[src/rtl/s2m_pkg.sv]
package s2m_pkg;
  localparam int WORD_W     = 32;
  localparam int BYTES      = WORD_W / 8;
  localparam int STAT_LEN_W = 23;

  // descriptor word offsets (bytes)
  localparam int OFF_NEXT = 0;
  localparam int OFF_BUF  = 8;
  localparam int OFF_CTRL = 24;
  localparam int OFF_STAT = 28;
  localparam int OFF_APP  = 32;

  typedef enum logic [2:0] {
    E_STOP, E_FETCH, E_CHECK, E_DATA, E_WB, E_ADV
  } eng_state_e;

  function automatic logic [WORD_W-1:0] pack_status(
    input logic sof, input logic eof, input logic [STAT_LEN_W-1:0] cnt);
    logic [WORD_W-1:0] w;
    w = '0;
    w[31] = 1'b1;
    w[27] = sof;
    w[26] = eof;
    w[STAT_LEN_W-1:0] = cnt;
    return w;
  endfunction
endpackage

[src/rtl/s2m_keep_count.sv]
module s2m_keep_count #(
  parameter int BYTES = 4,
  parameter int CNT_W = $clog2(BYTES) + 1
) (
  input  logic [BYTES-1:0] keep_i,
  output logic [CNT_W-1:0] count_o
);
  logic [CNT_W-1:0] acc [0:BYTES];

  assign acc[0] = '0;
  for (genvar g = 0; g < BYTES; g++) begin : g_sum
    assign acc[g+1] = acc[g] + CNT_W'(keep_i[g]);
  end
  assign count_o = acc[BYTES];
endmodule

[src/rtl/s2m_app_latch.sv]
module s2m_app_latch #(
  parameter int APP_N = 5,
  parameter int W     = 32
) (
  input  logic                     clk,
  input  logic                     rst,
  input  logic                     valid_i,
  input  logic [W-1:0]             data_i,
  output logic [APP_N-1:0][W-1:0]  app_o
);
  localparam int IDX_W = (APP_N > 1) ? $clog2(APP_N) : 1;

  logic [IDX_W-1:0]          idx_q;
  logic [APP_N-1:0][W-1:0]   stage_q;
  logic [APP_N-1:0][W-1:0]   app_q;
  logic                      final_word;

  assign final_word = (idx_q == IDX_W'(APP_N - 1));

  always_ff @(posedge clk) begin
    if (rst) begin
      idx_q   <= '0;
      stage_q <= '0;
    end else if (valid_i) begin
      idx_q <= final_word ? '0 : idx_q + 1'b1;
      stage_q[idx_q] <= data_i;
    end
  end

  // the whole set becomes visible only after the fifth word
  always_ff @(posedge clk) begin
    if (rst) begin
      app_q <= '0;
    end else if (valid_i && final_word) begin
      for (int k = 0; k < APP_N - 1; k++) app_q[k] <= stage_q[k];
      app_q[APP_N-1] <= data_i;
    end
  end

  assign app_o = app_q;
endmodule

[src/rtl/s2m_engine.sv]
module s2m_engine
  import s2m_pkg::*;
#(
  parameter int ADDR_W = 32,
  parameter int APP_N  = 5,
  parameter int CNT_W  = $clog2(BYTES) + 1
) (
  input  logic                         clk,
  input  logic                         rst,
  input  logic                         run_i,
  input  logic                         cur_wr_i,
  input  logic [ADDR_W-1:0]            cur_addr_i,
  input  logic                         tail_wr_i,
  input  logic [ADDR_W-1:0]            tail_addr_i,
  input  logic [WORD_W-1:0]            s_data_i,
  input  logic [BYTES-1:0]             s_keep_i,
  input  logic                         s_last_i,
  input  logic                         s_valid_i,
  input  logic [CNT_W-1:0]             beat_bytes_i,
  output logic                         s_ready_o,
  input  logic [APP_N-1:0][WORD_W-1:0] app_i,
  output logic                         mem_en_o,
  output logic                         mem_we_o,
  output logic [ADDR_W-1:0]            mem_addr_o,
  output logic [BYTES-1:0]             mem_be_o,
  output logic [WORD_W-1:0]            mem_wdata_o,
  input  logic [WORD_W-1:0]            mem_rdata_i,
  output logic                         done_o,
  output logic                         idle_o,
  output logic                         halted_o
);
  localparam int FC_W = 3;
  localparam int WI_W = $clog2(APP_N + 1);
  localparam logic [STAT_LEN_W-1:0] ONE_BEAT = STAT_LEN_W'(BYTES);
  localparam logic [STAT_LEN_W-1:0] TWO_BEAT = STAT_LEN_W'(2 * BYTES);

  eng_state_e              state_q;
  logic [ADDR_W-1:0]       cur_q, tail_q, nxt_q, wptr_q;
  logic [WORD_W-1:0]       stat_q;
  logic [STAT_LEN_W-1:0]   room_q, cnt_q;
  logic                    eop_q, sof_q, idle_q, halt_q;
  logic [FC_W-1:0]         fc_q;
  logic [WI_W-1:0]         wi_q;

  logic                    men_q, mwe_q, done_q;
  logic [ADDR_W-1:0]       maddr_q;
  logic [BYTES-1:0]        mbe_q;
  logic [WORD_W-1:0]       mwdata_q;

  logic                    take;

  function automatic logic [ADDR_W-1:0] fetch_off(input logic [FC_W-1:0] fc);
    case (fc)
      3'd0:    return ADDR_W'(OFF_STAT);
      3'd1:    return ADDR_W'(OFF_CTRL);
      3'd2:    return ADDR_W'(OFF_BUF);
      default: return ADDR_W'(OFF_NEXT);
    endcase
  endfunction

  assign s_ready_o = (state_q == E_DATA) && run_i;
  assign take      = s_valid_i && s_ready_o;

  always_ff @(posedge clk) begin
    men_q  <= 1'b0;
    mwe_q  <= 1'b0;
    mbe_q  <= '0;
    done_q <= 1'b0;
    if (rst) begin
      state_q  <= E_STOP;
      cur_q    <= '0;
      tail_q   <= '0;
      nxt_q    <= '0;
      wptr_q   <= '0;
      stat_q   <= '0;
      room_q   <= '0;
      cnt_q    <= '0;
      eop_q    <= 1'b0;
      sof_q    <= 1'b1;
      idle_q   <= 1'b1;
      halt_q   <= 1'b0;
      fc_q     <= '0;
      wi_q     <= '0;
      maddr_q  <= '0;
      mwdata_q <= '0;
    end else begin
      case (state_q)
        E_STOP: begin
          fc_q <= '0;
          if (run_i && !idle_q && !halt_q) state_q <= E_FETCH;
        end

        E_FETCH: begin
          // four reads issued back to back; data returns two cycles later
          if (fc_q < FC_W'(4)) begin
            men_q   <= 1'b1;
            maddr_q <= cur_q + fetch_off(fc_q);
          end
          fc_q <= fc_q + 1'b1;
          case (fc_q)
            3'd2: stat_q <= mem_rdata_i;
            3'd3: room_q <= mem_rdata_i[STAT_LEN_W-1:0];
            3'd4: wptr_q <= mem_rdata_i[ADDR_W-1:0];
            3'd5: begin
              nxt_q   <= mem_rdata_i[ADDR_W-1:0];
              state_q <= E_CHECK;
            end
            default: ;
          endcase
        end

        E_CHECK: begin
          cnt_q <= '0;
          eop_q <= 1'b0;
          wi_q  <= '0;
          if (stat_q[31]) begin
            halt_q  <= 1'b1;
            state_q <= E_STOP;
          end else if (room_q < ONE_BEAT) begin
            state_q <= E_WB;
          end else begin
            state_q <= E_DATA;
          end
        end

        E_DATA: begin
          if (take) begin
            men_q    <= 1'b1;
            mwe_q    <= 1'b1;
            maddr_q  <= wptr_q;
            mbe_q    <= s_keep_i;
            mwdata_q <= s_data_i;
            wptr_q   <= wptr_q + ADDR_W'(BYTES);
            cnt_q    <= cnt_q + STAT_LEN_W'(beat_bytes_i);
            room_q   <= room_q - ONE_BEAT;
            if (s_last_i) begin
              eop_q   <= 1'b1;
              state_q <= E_WB;
            end else if (room_q < TWO_BEAT) begin
              state_q <= E_WB;
            end
          end
        end

        E_WB: begin
          men_q <= 1'b1;
          mwe_q <= 1'b1;
          mbe_q <= '1;
          if (eop_q && (int'(wi_q) < APP_N)) begin
            maddr_q  <= cur_q + ADDR_W'(OFF_APP) + ADDR_W'(int'(wi_q) * BYTES);
            mwdata_q <= app_i[wi_q];
            wi_q     <= wi_q + 1'b1;
          end else begin
            maddr_q  <= cur_q + ADDR_W'(OFF_STAT);
            mwdata_q <= pack_status(sof_q, eop_q, cnt_q);
            done_q   <= eop_q;
            sof_q    <= eop_q;
            state_q  <= E_ADV;
          end
        end

        E_ADV: begin
          cur_q   <= nxt_q;
          if (cur_q == tail_q) idle_q <= 1'b1;
          state_q <= E_STOP;
        end

        default: state_q <= E_STOP;
      endcase

      // pointer loads take priority over the sequencer's own updates
      if (cur_wr_i) begin
        cur_q  <= cur_addr_i;
        halt_q <= 1'b0;
      end
      if (tail_wr_i) begin
        tail_q <= tail_addr_i;
        idle_q <= 1'b0;
      end
    end
  end

  assign mem_en_o    = men_q;
  assign mem_we_o    = mwe_q;
  assign mem_addr_o  = maddr_q;
  assign mem_be_o    = mbe_q;
  assign mem_wdata_o = mwdata_q;
  assign done_o      = done_q;
  assign idle_o      = idle_q;
  assign halted_o    = halt_q;
endmodule

[src/rtl/s2m_desc_writer.sv]
module s2m_desc_writer
  import s2m_pkg::*;
#(
  parameter int ADDR_W = 32,
  parameter int APP_N  = 5
) (
  input  logic                clk,
  input  logic                rst,
  input  logic                run_i,
  input  logic                cur_wr_i,
  input  logic [ADDR_W-1:0]   cur_addr_i,
  input  logic                tail_wr_i,
  input  logic [ADDR_W-1:0]   tail_addr_i,
  input  logic [WORD_W-1:0]   s_data_i,
  input  logic [BYTES-1:0]    s_keep_i,
  input  logic                s_last_i,
  input  logic                s_valid_i,
  output logic                s_ready_o,
  input  logic [WORD_W-1:0]   c_data_i,
  input  logic                c_valid_i,
  output logic                mem_en_o,
  output logic                mem_we_o,
  output logic [ADDR_W-1:0]   mem_addr_o,
  output logic [BYTES-1:0]    mem_be_o,
  output logic [WORD_W-1:0]   mem_wdata_o,
  input  logic [WORD_W-1:0]   mem_rdata_i,
  output logic                done_o,
  output logic                idle_o,
  output logic                halted_o
);
  localparam int CNT_W = $clog2(BYTES) + 1;

  logic [CNT_W-1:0]             beat_bytes;
  logic [APP_N-1:0][WORD_W-1:0] app_words;

  s2m_keep_count #(.BYTES(BYTES), .CNT_W(CNT_W)) u_keep (
    .keep_i  (s_keep_i),
    .count_o (beat_bytes)
  );

  s2m_app_latch #(.APP_N(APP_N), .W(WORD_W)) u_app (
    .clk     (clk),
    .rst     (rst),
    .valid_i (c_valid_i),
    .data_i  (c_data_i),
    .app_o   (app_words)
  );

  s2m_engine #(.ADDR_W(ADDR_W), .APP_N(APP_N), .CNT_W(CNT_W)) u_eng (
    .clk          (clk),
    .rst          (rst),
    .run_i        (run_i),
    .cur_wr_i     (cur_wr_i),
    .cur_addr_i   (cur_addr_i),
    .tail_wr_i    (tail_wr_i),
    .tail_addr_i  (tail_addr_i),
    .s_data_i     (s_data_i),
    .s_keep_i     (s_keep_i),
    .s_last_i     (s_last_i),
    .s_valid_i    (s_valid_i),
    .beat_bytes_i (beat_bytes),
    .s_ready_o    (s_ready_o),
    .app_i        (app_words),
    .mem_en_o     (mem_en_o),
    .mem_we_o     (mem_we_o),
    .mem_addr_o   (mem_addr_o),
    .mem_be_o     (mem_be_o),
    .mem_wdata_o  (mem_wdata_o),
    .mem_rdata_i  (mem_rdata_i),
    .done_o       (done_o),
    .idle_o       (idle_o),
    .halted_o     (halted_o)
  );
endmodule

[config.mk]
export PLATFORM = sky130hd
export DESIGN_NAME = s2m_desc_writer
export DESIGN_NICKNAME = d
export VERILOG_FILES = /design/src/rtl/s2m_pkg.sv /design/src/rtl/s2m_keep_count.sv /design/src/rtl/s2m_app_latch.sv /design/src/rtl/s2m_engine.sv /design/src/rtl/s2m_desc_writer.sv
export SDC_FILE = /design/constraint.sdc
export NUM_CORES = 1
export LEC_CHECK = 0
export BUFFER_PORTS_ARGS = -buffer_cell sky130_fd_sc_hd__buf_2
export CAP_MARGIN = 20
export CORE_MARGIN = 5
export CORE_UTILIZATION = 55
export DETAILED_ROUTE_END_ITERATION = 10
export PLACE_DENSITY = 0.75
export SLEW_MARGIN = 40
export SYNTH_ARGS = -nofsm -noshare
export SYNTH_HDL_FRONTEND = slang
export SYNTH_HIERARCHICAL = 1
export SYNTH_SLANG_ARGS = --single-unit
[constraint.sdc]
create_clock -name clk -period 8.4 [get_ports clk]
set_input_delay 0 -clock clk [delete_from_list [all_inputs] [get_ports clk]]
set_output_delay 0 -clock clk [all_outputs]
set_load 0.01 [all_outputs]
; Word-level counts from Yosys, hierarchy flattened
; Cells that the tools add are included.
[word_totals]
regBits = 613
inputBits = 172
wordCells = 161
[op_classes]
n_addsub = 13
order_cmp = 7
n_eq_ne = 22
n_mux = 51
n_bitwise = 2
reduce_logical = 35
[op_table]
columns = cell, count
row1 = two-way mux 32 bit, 14
row2 = bitwise mux 160 bit, 1
row3 = case mux 32 bit (2 select lines), 2
row4 = binary-select mux 32 bit (select 3 bit), 1
row5 = demux 32 bit (select 3 bit), 1
row6 = case mux 32 bit (3 select lines), 1
row7 = case mux 23 bit (2 select lines), 2
row8 = two-way mux 23 bit, 3
row9 = "adder 32 x 3 -> 32 bit, second input constant", 1
row10 = adder 32 bit, 1
row11 = adder 32 x 5 -> 32 bit, 1
row12 = "adder 32 x 5 -> 32 bit, second input constant", 1
row13 = "adder 32 x 6 -> 32 bit, second input constant", 1
row14 = == test 32 bit, 1
row15 = two-way mux 3 bit, 10
row16 = adder 23 x 3 -> 23 bit, 1
row17 = "< comparator 23 x 3 -> 1 bit, second input constant", 1
row18 = "< comparator 23 x 4 -> 1 bit, second input constant", 1
row19 = "subtractor 23 x 3 -> 23 bit, second input constant", 1
row20 = AND reduction 2 bit, 8
row21 = nonzero test 2 bit, 8
row22 = "== test 3 bit, second input constant", 5
row23 = case mux 3 bit (5 select lines), 1
row24 = case mux 5 bit (3 select lines), 1
row25 = other kinds (26), 62

; Depth between registers and ports, before layout
; Gate-level depths: netlist of the first run.
[logic_depth]
word_depth = 8
depth_mapped = 13
ltp_nobuf = 13

; Modules after synthesis
; The synthesis of the first run kept the hierarchy.
[modules_own_cells]
columns = mod, instances, cells_each, area_each_um2, seq_area_each_um2
row1 = s2m_engine, 1, 1856, 15114.5, 5144.9
row2 = s2m_app_latch, 1, 989, 11237.0, 5825.6
row3 = s2m_keep_count, 1, 8, 63.8, 0.0

; Least setup slack after synthesis of the first run
; No wires, ideal clock.
[synth_path]
path_kind = input to register
start = in s_keep_i[0]
end = reg u_eng.cnt_q[18]
t_arrival_ps = 2746
path_slack_ps = 5526
path_stages = 13
path_cell_list = inv_1 -> fa_1 -> inv_1 -> ha_1 -> ha_1 -> inv_1 -> fa_1 -> nand2b_1 -> a2111oi_4 -> nand2_1 -> nor3_1 -> xnor2_1 -> nor2_1
[synth_via]
elab_chain_cells = 6
[synth_rtl]
columns = element, line
row1 = start: declaration, s2m_desc_writer.sv:15  ; input logic [BYTES-1:0] s_keep_i,
row2 = adder 1 x 1 -> 2 bit, s2m_keep_count.sv:12  ; assign acc[g+1] = acc[g] + CNT_W'(keep_i[g]);
row3 = adder 3 x 1 -> 3 bit (2 in a row), s2m_keep_count.sv:12
row4 = net beat_bytes[1], s2m_desc_writer.sv:33  ; logic [CNT_W-1:0] beat_bytes;
row5 = adder 23 x 3 -> 23 bit, s2m_engine.sv:134  ; cnt_q <= cnt_q + STAT_LEN_W'(beat_bytes_i);
row6 = two-way mux 23 bit, s2m_engine.sv:127  ; if (take) begin
row7 = case mux 23 bit (2 select lines), s2m_engine.sv:87  ; case (state_q)
row8 = end signal: assignment, s2m_engine.sv:134
row9 = end: declaration, s2m_engine.sv:40  ; logic [STAT_LEN_W-1:0] room_q, cnt_q;
; The timed path passes the listed nets, and every way through them passes these cells. The select of a mux whose other input is x is not followed.
; A chain may end at the register's enable or synchronous reset.

; Final worst setup path of the first run
[layout_path]
start = reg u_eng.state_q[1]
end = reg u_eng.mwdata_q[0], in the netlist u_eng/mem_wdata_o[0]
[layout_via]
elab_chain_cells = 5
word_cells_on_any_way = 8
cone_classes = eq/ne (3) / mux (1) / reduce/logical (4)
[layout_rtl]
columns = element, line
row1 = start: declaration, s2m_engine.sv:37  ; eng_state_e state_q;
row2 = start signal: assignment, s2m_engine.sv:70  ; state_q <= E_STOP;
row3 = start signal: assignment, s2m_engine.sv:90  ; if (run_i && !idle_q && !halt_q) state_q <= E_FETCH;
row4 = start signal: assignment, s2m_engine.sv:106  ; state_q <= E_CHECK;
row5 = == test 3 x 2 -> 1 bit, "s2m_engine.sv:61, s2m_engine.sv:87"
row6 = logical AND 1 bit, s2m_engine.sv:61  ; assign s_ready_o = (state_q == E_DATA) && run_i;
row7 = logical AND 1 bit, s2m_engine.sv:62  ; assign take = s_valid_i && s_ready_o;
row8 = != test 2 x 1 -> 1 bit (no line), -
row9 = AND reduction 2 bit (no line), -
row10 = end signal: assignment, s2m_engine.sv:132  ; mwdata_q <= s_data_i;
row11 = end signal: assignment, s2m_engine.sv:151  ; mwdata_q <= app_i[wi_q];
row12 = end signal: assignment, s2m_engine.sv:155  ; mwdata_q <= pack_status(sof_q, eop_q, cnt_q);
row13 = end: declaration, s2m_engine.sv:48  ; logic [WORD_W-1:0] mwdata_q;
; Several ways; a longest one is shown, not always the timed one.

==> metrics, run 1 <==
status completed; htree depth 2; row count 80; number of flops mapped to enable cells by yosys 0; Psw 1.39 mW; Worst Path Required 8870 ps; post-synth design cell area 26,400 um2; number of antenna violations at the first check in global routing 6; Reg2Reg Depth 8; CTS tree yes; Buffers & Inverters on Critical Path 3; critical path cell sequence and3b_2 > buf_6 > nand2_2 > buf_4 > nand2_1 > buf_4 > nor2_1 > a2111oi_0; chip width 229 um; count of port buffers added during placement 245; max-slew violations 0; Core Region 47,600 um2; startpoint class of the critical path flop; Detail Route Antenna Nets 0; net count after synthesis 3,051; power per standard cell area 181 nW/um2; fraction of final layout cells with drive strength greater than 1 14.1%; Least-Margin Pin Slew 864 ps; global routing usage summed across all routing layers 30.2%; average wire per cell in the routed design 21.5 um; overflow left after global routing 0; Max transition margin 42.4%; achievable clock frequency 296 MHz; class of the tightest hold or removal check in2reg; clock latency reported for the late side of the worst-skew pair 620 ps; Starting Density 55.4%; total of flip-flops plus latches after synthesis 548; mean instance size in the synthesized netlist 9.26 um2; maximum ir drop on the vdd rail 180 uV; overall routed net length 83.3 mm; number of global-route vias before repair 23,300; Yosys warning count 6; final setup skew 12.3 ps; final critical-path share of the clock period 40.2%; arrival time at the worst endpoint 3840 ps; Flop pwr share 47.1%; placed wire-length estimate 52.0 mm; Critical Path Sink u_eng/mem_wdata_o[0]; prevailing post-synth register cell sky130_fd_sc_hd__dfxtp_1; area after detailed placement 27,600 um2; sequential-to-total area share from yosys stat 41.5%; Final Hold Vio Count 0; pin count of the biggest net entering global routing 142; Design Area, Final 32,000 um2; final-layout fill cell count 3,623; Yosys cell types 94; total die area 52,500 um2; internal portion of total power 4.39 mW; synthesized netlist cell count 2,853; R2R Setup Slk 5020 ps; slowest cell on the critical path sky130_fd_sc_hd__dfxtp_1; Worst setup EP type flop; Post-Place Cells 3,520; number of nets at the end of the flow 3,399; clk slew on worst S/H paths 60 ps; end of the worst register-to-register path u_eng/mem_wdata_o[0]; switching share of power 24.1%; post-synth top area share 41.5%; start point of the critical path u_eng/state_q[1]; slowest stage delay, CP 690 ps; leading post-synthesis cells by cell area sky130_fd_sc_hd__dfxtp_1 42%, sky130_fd_sc_hd__mux2i_1 15%, sky130_fd_sc_hd__nand2b_1 7.8%, sky130_fd_sc_hd__nor2_1 4.7%, sky130_fd_sc_hd__a21oi_1 3.1%; logic depth of the worst path, buffers included 8; async set-or-reset flop fraction in the synthesized netlist 0%; count of unresolved DRC violations after routing 0; Power, Total 5.78 mW; clock tree root buffer cell sky130_fd_sc_hd__clkbuf_16; die outline height 229 um; signed area change from the synthesized netlist to the final layout 21.0%; via count 23,200; iteration-0 DRC count of the detailed router 2,346; final setup violation count 0; final weighted congestion in routability-driven placement 0.930; launch point of the worst reg-to-reg path u_eng/state_q[1]; total negative slack for setup checks 0 ps; post-synthesis cell type with the largest combined area sky130_fd_sc_hd__dfxtp_1; clock network fraction of total power 44.4%; ports placed on the boundary 246; number of maximum-capacitance violations 0; per-cell via count in the routed design 6.00; maximum fanout along the worst path 84; setup repair bufs after CTS 0; CP most frequent cell sky130_fd_sc_hd__buf_4; Layout Cells excl Fill 3,866; unrepaired setup endpoints after global routing false; wire length of the first global-routing pass 129 mm; Period minus WS final 3380 ps; type of the worst setup path reg2reg; cts bufs inserted 55; total leakage power 13.6 nW; CTS sink cnt 548; Bufs on Longest Clock Path 3; family with the most delay on the worst path buffers and inverters; 1st-pass router iterations 8; Worst Hold Slack 62.8 ps; fraction of power consumed by combinational cells 8.5%
## logic make-up (layout without fill, tap and decap cells)
family                     after synthesis  count (layout)  synth area share (%)
and+or+nand+nor                       1086            1086                  21.4
DFF                                    548             548                  41.5
AOI/OAI and AO/OA                      429             429                  10.8
muxes                                  416             416                  17.3
buffers and inverters                  255             649                  4.50
xor gates and xnor gates                93              93                  3.08
adders and majority gates               26              26                  1.35
other                                    0               4                     0
## area by class of cell
cell class | count | area (um2) | share of cell area, %
sequential | 548 | 11000 | 34.3
tap | 615 | 769 | 2.41
timing repair buffer | 512 | 3860 | 12.1
clock inverter | 26 | 302 | 0.943
multi-input combinational | 2050 | 14300 | 44.8
antenna | 4 | 10.0 | 0.0313
inverter | 34 | 128 | 0.399
clock buffer | 77 | 1600 | 5.01
## power groups by stage
stage                     combinational [mW]  sequential, mW  clock (mW)
after floorplan                        0.276            2.74           0
after global placement                 0.367            2.77           0
after detailed placement               0.379            2.78           0
after CTS                              0.470            2.72        2.59
after global routing                   0.527            2.73        2.71
final                                  0.491            2.72        2.57
## metal layers
| layer | GRT usage, % | vias to the layer above | wire length, um |
|---|---|---|---|
| li1 | - | 10700 | - |
| met1 | 36.2 | 11200 | 32200 |
| met2 | 51.4 | 1043 | 40000 |
| met3 | 5.10 | 303 | 5520 |
| met4 | 17.5 | 2 | 5600 |
| met5 | 0 | - | 7 |
## registers in the layout, indices dropped and copies added, names as in the netlist, 3 cells and up
register	flops
u_eng/mem_be_o	4
u_eng/mem_wdata_o	32
u_eng/mem_addr_o	32
u_eng/cnt_q	23
u_app/idx_q	3
u_eng/room_q	21
u_eng/wptr_q	32
u_eng/fc_q	3
u_eng/wi_q	3
u_eng/cur_q	32
u_eng/nxt_q	32
u_eng/tail_q	32
u_app/app_o	160
u_app/stage_q	128
u_eng/state_q	3
## cells in the mapped netlist, types with 5 or more instances
master                        n
sky130_fd_sc_hd__a2111oi_0   17
sky130_fd_sc_hd__a211oi_1    21
sky130_fd_sc_hd__a21oi_1    162
sky130_fd_sc_hd__a221oi_1    15
sky130_fd_sc_hd__a22oi_1     12
sky130_fd_sc_hd__a311oi_1    13
sky130_fd_sc_hd__a31oi_1     17
sky130_fd_sc_hd__a32oi_1      6
sky130_fd_sc_hd__and2_1       9
sky130_fd_sc_hd__and3_1      14
sky130_fd_sc_hd__and4_1       8
sky130_fd_sc_hd__buf_1       10
sky130_fd_sc_hd__buf_2       84
sky130_fd_sc_hd__buf_4       13
sky130_fd_sc_hd__clkbuf_1   107
sky130_fd_sc_hd__dfxtp_1    548
sky130_fd_sc_hd__ha_1        22
sky130_fd_sc_hd__inv_1       32
sky130_fd_sc_hd__mux2i_1    383
sky130_fd_sc_hd__mux4_2      32
sky130_fd_sc_hd__nand2_1    182
sky130_fd_sc_hd__nand2b_1   330
sky130_fd_sc_hd__nand3_1     45
sky130_fd_sc_hd__nand3b_1     7
sky130_fd_sc_hd__nand4_1     32
sky130_fd_sc_hd__nor2_1     334
sky130_fd_sc_hd__nor2b_1     10
sky130_fd_sc_hd__nor3_1      47
sky130_fd_sc_hd__nor4_1      15
sky130_fd_sc_hd__nor4_2       6
sky130_fd_sc_hd__o211a_1      6
sky130_fd_sc_hd__o21a_1      12
sky130_fd_sc_hd__o21ai_0     57
sky130_fd_sc_hd__o22a_1       6
sky130_fd_sc_hd__o22ai_1     13
sky130_fd_sc_hd__o31ai_1      5
sky130_fd_sc_hd__o32ai_1     12
sky130_fd_sc_hd__or3_1        8
sky130_fd_sc_hd__xnor2_1     39
sky130_fd_sc_hd__xor2_1      54
## worst min path at each step
stage	to	from	slack, ps	cells after the start
finish	u_eng/wptr_q[18]	run_i	60	5
global route	u_eng/wptr_q[18]	run_i	70	5
CTS	u_eng/wptr_q[18]	run_i	40	5
detailed placement	u_eng/mem_be_o[1]	s_keep_i[1]	230	2
global placement	u_eng/mem_be_o[3]	s_keep_i[3]	230	2
floorplan	u_eng/mem_be_o[0]	s_keep_i[0]	120	1
## tightest hold or removal path: stages
cell                      delay [ps]
sky130_fd_sc_hd__buf_2           140
sky130_fd_sc_hd__and2_1          200
sky130_fd_sc_hd__nand2_1         100
sky130_fd_sc_hd__mux2i_1          70
sky130_fd_sc_hd__a21oi_1         120
## per-stage QoR
step	setup slack [ps]	util, %
2_1_floorplan	5530	-
3_3_place_gp	5020	57.9
3_5_place_dp	4930	58.0
4_1_cts	4910	67.0
5_1_grt	4900	67.1
6_report	5020	67.1
## timing repair
action,CTS,global route
endpoints found under the setup margin,0,0
gates resized for setup,0,0
hold buffers,239,0
hold endpoints to repair,368,0
## cells in the final DEF, fill, tap and decap left out, types with 13 or more instances in the layout
cell type | synthesis | routed
sky130_fd_sc_hd__dfxtp_1 | 548 | 545
sky130_fd_sc_hd__mux2i_1 | 383 | 383
sky130_fd_sc_hd__nor2_1 | 334 | 333
sky130_fd_sc_hd__nand2b_1 | 330 | 330
sky130_fd_sc_hd__buf_2 | 84 | 242
sky130_fd_sc_hd__dlygate4sd3_1 | 0 | 239
sky130_fd_sc_hd__nand2_1 | 182 | 179
sky130_fd_sc_hd__a21oi_1 | 162 | 162
sky130_fd_sc_hd__o21ai_0 | 57 | 57
sky130_fd_sc_hd__clkbuf_16 | 0 | 56
sky130_fd_sc_hd__xor2_1 | 54 | 54
sky130_fd_sc_hd__nor3_1 | 47 | 47
sky130_fd_sc_hd__nand3_1 | 45 | 43
sky130_fd_sc_hd__xnor2_1 | 39 | 39
sky130_fd_sc_hd__inv_1 | 32 | 32
sky130_fd_sc_hd__mux4_2 | 32 | 32
sky130_fd_sc_hd__nand4_1 | 32 | 32
sky130_fd_sc_hd__buf_4 | 13 | 25
sky130_fd_sc_hd__ha_1 | 22 | 22
sky130_fd_sc_hd__a211oi_1 | 21 | 21
sky130_fd_sc_hd__clkinv_2 | 0 | 17
sky130_fd_sc_hd__a31oi_1 | 17 | 17
sky130_fd_sc_hd__a2111oi_0 | 17 | 17
sky130_fd_sc_hd__nor4_1 | 15 | 15
sky130_fd_sc_hd__a221oi_1 | 15 | 15
sky130_fd_sc_hd__o22ai_1 | 13 | 13
sky130_fd_sc_hd__and3_1 | 14 | 13
sky130_fd_sc_hd__a311oi_1 | 13 | 13
(Power assumes the default switching activity.)
==> run 2, diff against run 1 <==
CORE_UTILIZATION = 54   (was 55)
PLACE_DENSITY = 0.76   (was 0.75)
clock period = 2.91 ns   (was 8.4 ns; I/O delays follow)
==> metrics, run 2 (same netlist as run 1, synthesis figures left out) <==
status completed; Worst setup EP type flop; maximum fanout along the worst path 7 (-92%); placed wire-length estimate 53.3 mm (+2.5%); class of the tightest hold or removal check in2reg; max-slew violations 0 (unchanged); Max transition margin 49.9% (+7.5 points); count of unresolved DRC violations after routing 0 (unchanged); clock latency reported for the late side of the worst-skew pair 620 ps (about the same); total leakage power 13.7 nW (+0.87%); type of the worst setup path reg2reg; ports placed on the boundary 246 (unchanged); final weighted congestion in routability-driven placement 0.940 (+1.1%); launch point of the worst reg-to-reg path u_eng/cur_q[2]; total negative slack for setup checks 0 ps (unchanged); maximum ir drop on the vdd rail 446 uV (+150%); slowest stage delay, CP 520 ps (-170 ps); average wire per cell in the routed design 21.6 um (+0.16%); Worst Path Required 3440 ps (-5430 ps); Post-Place Cells 3,564 (+1.3%); fraction of final layout cells with drive strength greater than 1 15.2% (+1.1 points); iteration-0 DRC count of the detailed router 2,450 (+4.4%); total die area 53,400 um2 (+1.8%); worst-case setup margin in the final layout 120 ps (-4900 ps); overall routed net length 84.0 mm (+0.86%); pin count of the biggest net entering global routing 119 (-16%); overflow left after global routing 0 (unchanged); Least-Margin Pin Slew 752 ps (-112 ps); clk slew on worst S/H paths 70 ps (about the same); cts bufs inserted 56 (+1.8%); power per standard cell area 522 nW/um2 (+190%); count of port buffers added during placement 245 (unchanged); Placement Setup Slack -171 ps (-5100 ps); Period minus WS final 2790 ps (-586 ps); signed area change from the synthesized netlist to the final layout 22.3%; utilization after layout 66.4% (-0.66 points); Power, Total 16.9 mW (+190%); R2R Setup Slk 120 ps (-4900 ps); slowest cell on the critical path sky130_fd_sc_hd__dfxtp_1; number of nets at the end of the flow 3,427 (+0.82%); final-layout fill cell count 3,638 (+0.41%); number of cells on the worst hold path 3 (-2); area after detailed placement 28,000 um2 (+1.4%); htree depth 2 (unchanged); clock tree root buffer cell sky130_fd_sc_hd__clkbuf_16; number of maximum-capacitance violations 0 (unchanged); final setup violation count 0 (unchanged); final critical-path share of the clock period 95.9% (+56 points); achievable clock frequency 358 MHz (+21%); Final Hold Vio Count 0 (unchanged); via count 23,600 (+1.9%); CTS tree yes; HP Start cur_wr_i; Design Area, Final 32,300 um2 (+1.1%); flip-flop count of the largest register, all copies and words added 160 (unchanged); CTS sink cnt 548 (unchanged); wire length of the first global-routing pass 130 mm (+0.77%); row count 81 (+1.3%); Buffers & Inverters on Critical Path 1 (-2); Starting Density 54.3% (-1.1 points); Detail Route Antenna Nets 0 (unchanged); 1st-pass router iterations 7 (-1); commonest non-fill, non-tap cells in the layout 543 x sky130_fd_sc_hd__dfxtp_1, 383 x sky130_fd_sc_hd__mux2i_1, 332 x sky130_fd_sc_hd__nor2_1, 330 x sky130_fd_sc_hd__nand2b_1, 242 x sky130_fd_sc_hd__buf_2; arrival time at the worst endpoint 3320 ps (-520 ps); Reg2Reg Depth 9 (+1); startpoint class of the critical path flop; critical path cell sequence ha_1 > inv_1 > fa_1 > nor2b_1 > nor3_2 > nor3_4 > nand3_1 > o31a_1 > a211oi_1; Bufs on Longest Clock Path 3 (unchanged); Core Region 48,600 um2 (+2.1%); final setup skew 18.9 ps (+6.55 ps); Layout Cells excl Fill 3,893 (+0.70%); number of global-route vias before repair 23,900 (+2.7%); die outline height 231 um (+0.88%); Worst Hold Slack 31.1 ps (-31.8 ps); chip width 231 um (+0.88%); leading cell type in the layout, fill and taps excluded sky130_fd_sc_hd__dfxtp_1; end of the worst register-to-register path u_eng/mem_addr_o[12]; sink of the worst hold path u_eng/cur_q[24]; family with the most delay on the worst path simple AND/OR/NAND/NOR gates; global routing usage summed across all routing layers 30.1% (-0.16 points); number of antenna violations at the first check in global routing 2 (-4); per-cell via count in the routed design 6.07 (+1.2%)
run 2: layer usage:
| layer | vias to the layer above | share of wire (%) | GRT usage (%) |
|---|---|---|---|
| li1 | 10700 | - | - |
| met1 | 11300 | 39 | 36.3 |
| met2 | 1189 | 47 | 50.1 |
| met3 | 387 | 7.2 | 5.16 |
| met4 | 0 | 7.3 | 18.6 |
| met5 | - | 0 | 0 |
run 2: final cells by class:
cell class / count / area, um2 / share of cell area [%]
inverters: 34 / 128 / 0.395
diodes: 2 / 5.00 / 0.0155
clock inverters: 16 / 272 / 0.840
flip-flops and latches: 548 / 11000 / 34.0
repair buffers: 539 / 4140 / 12.8
multi-input cells: 2050 / 14400 / 44.4
well taps: 622 / 778 / 2.41
clock buffers: 82 / 1650 / 5.11
run 2: worst register-to-register path, delay by kind of cell, from the launching register on:
kind	cells	cell delay [ps]
buffers and inverters	1	70
AOI/OAI and AO/OA	2	560
DFF	1	520
adders and majority gates	2	680
and+or+nand+nor	4	860
run 2: power by group:
group | switching [mW] | internal, mW | leakage [nW]
sequential | 0.159 | 7.67 | 4.44
clock | 3.07 | 4.46 | 0.935
combinational | 0.764 | 0.742 | 8.36
run 2: worst max path at each step:
stage               slack [ps]                   end  cells past startpoint            from
floorplan                   40       u_eng/cnt_q[18]                     13     s_keep_i[0]
global placement          -170       u_eng/cnt_q[18]                     14     s_keep_i[0]
detailed placement        -170       u_eng/cnt_q[18]                     14     s_keep_i[0]
CTS                         50  u_eng/mem_addr_o[28]                     13   u_eng/fc_q[0]
global route               -10  u_eng/mem_addr_o[28]                     13   u_eng/fc_q[1]
finish                     120  u_eng/mem_addr_o[12]                      9  u_eng/cur_q[2]
run 2: what timing repair did:
item,CTS,global route
setup buffers,0,1
hold endpoints to repair,360,0
hold buffers,228,0
pin swaps,0,7
endpoints found under the setup margin,2,11
gates resized for setup,1,18
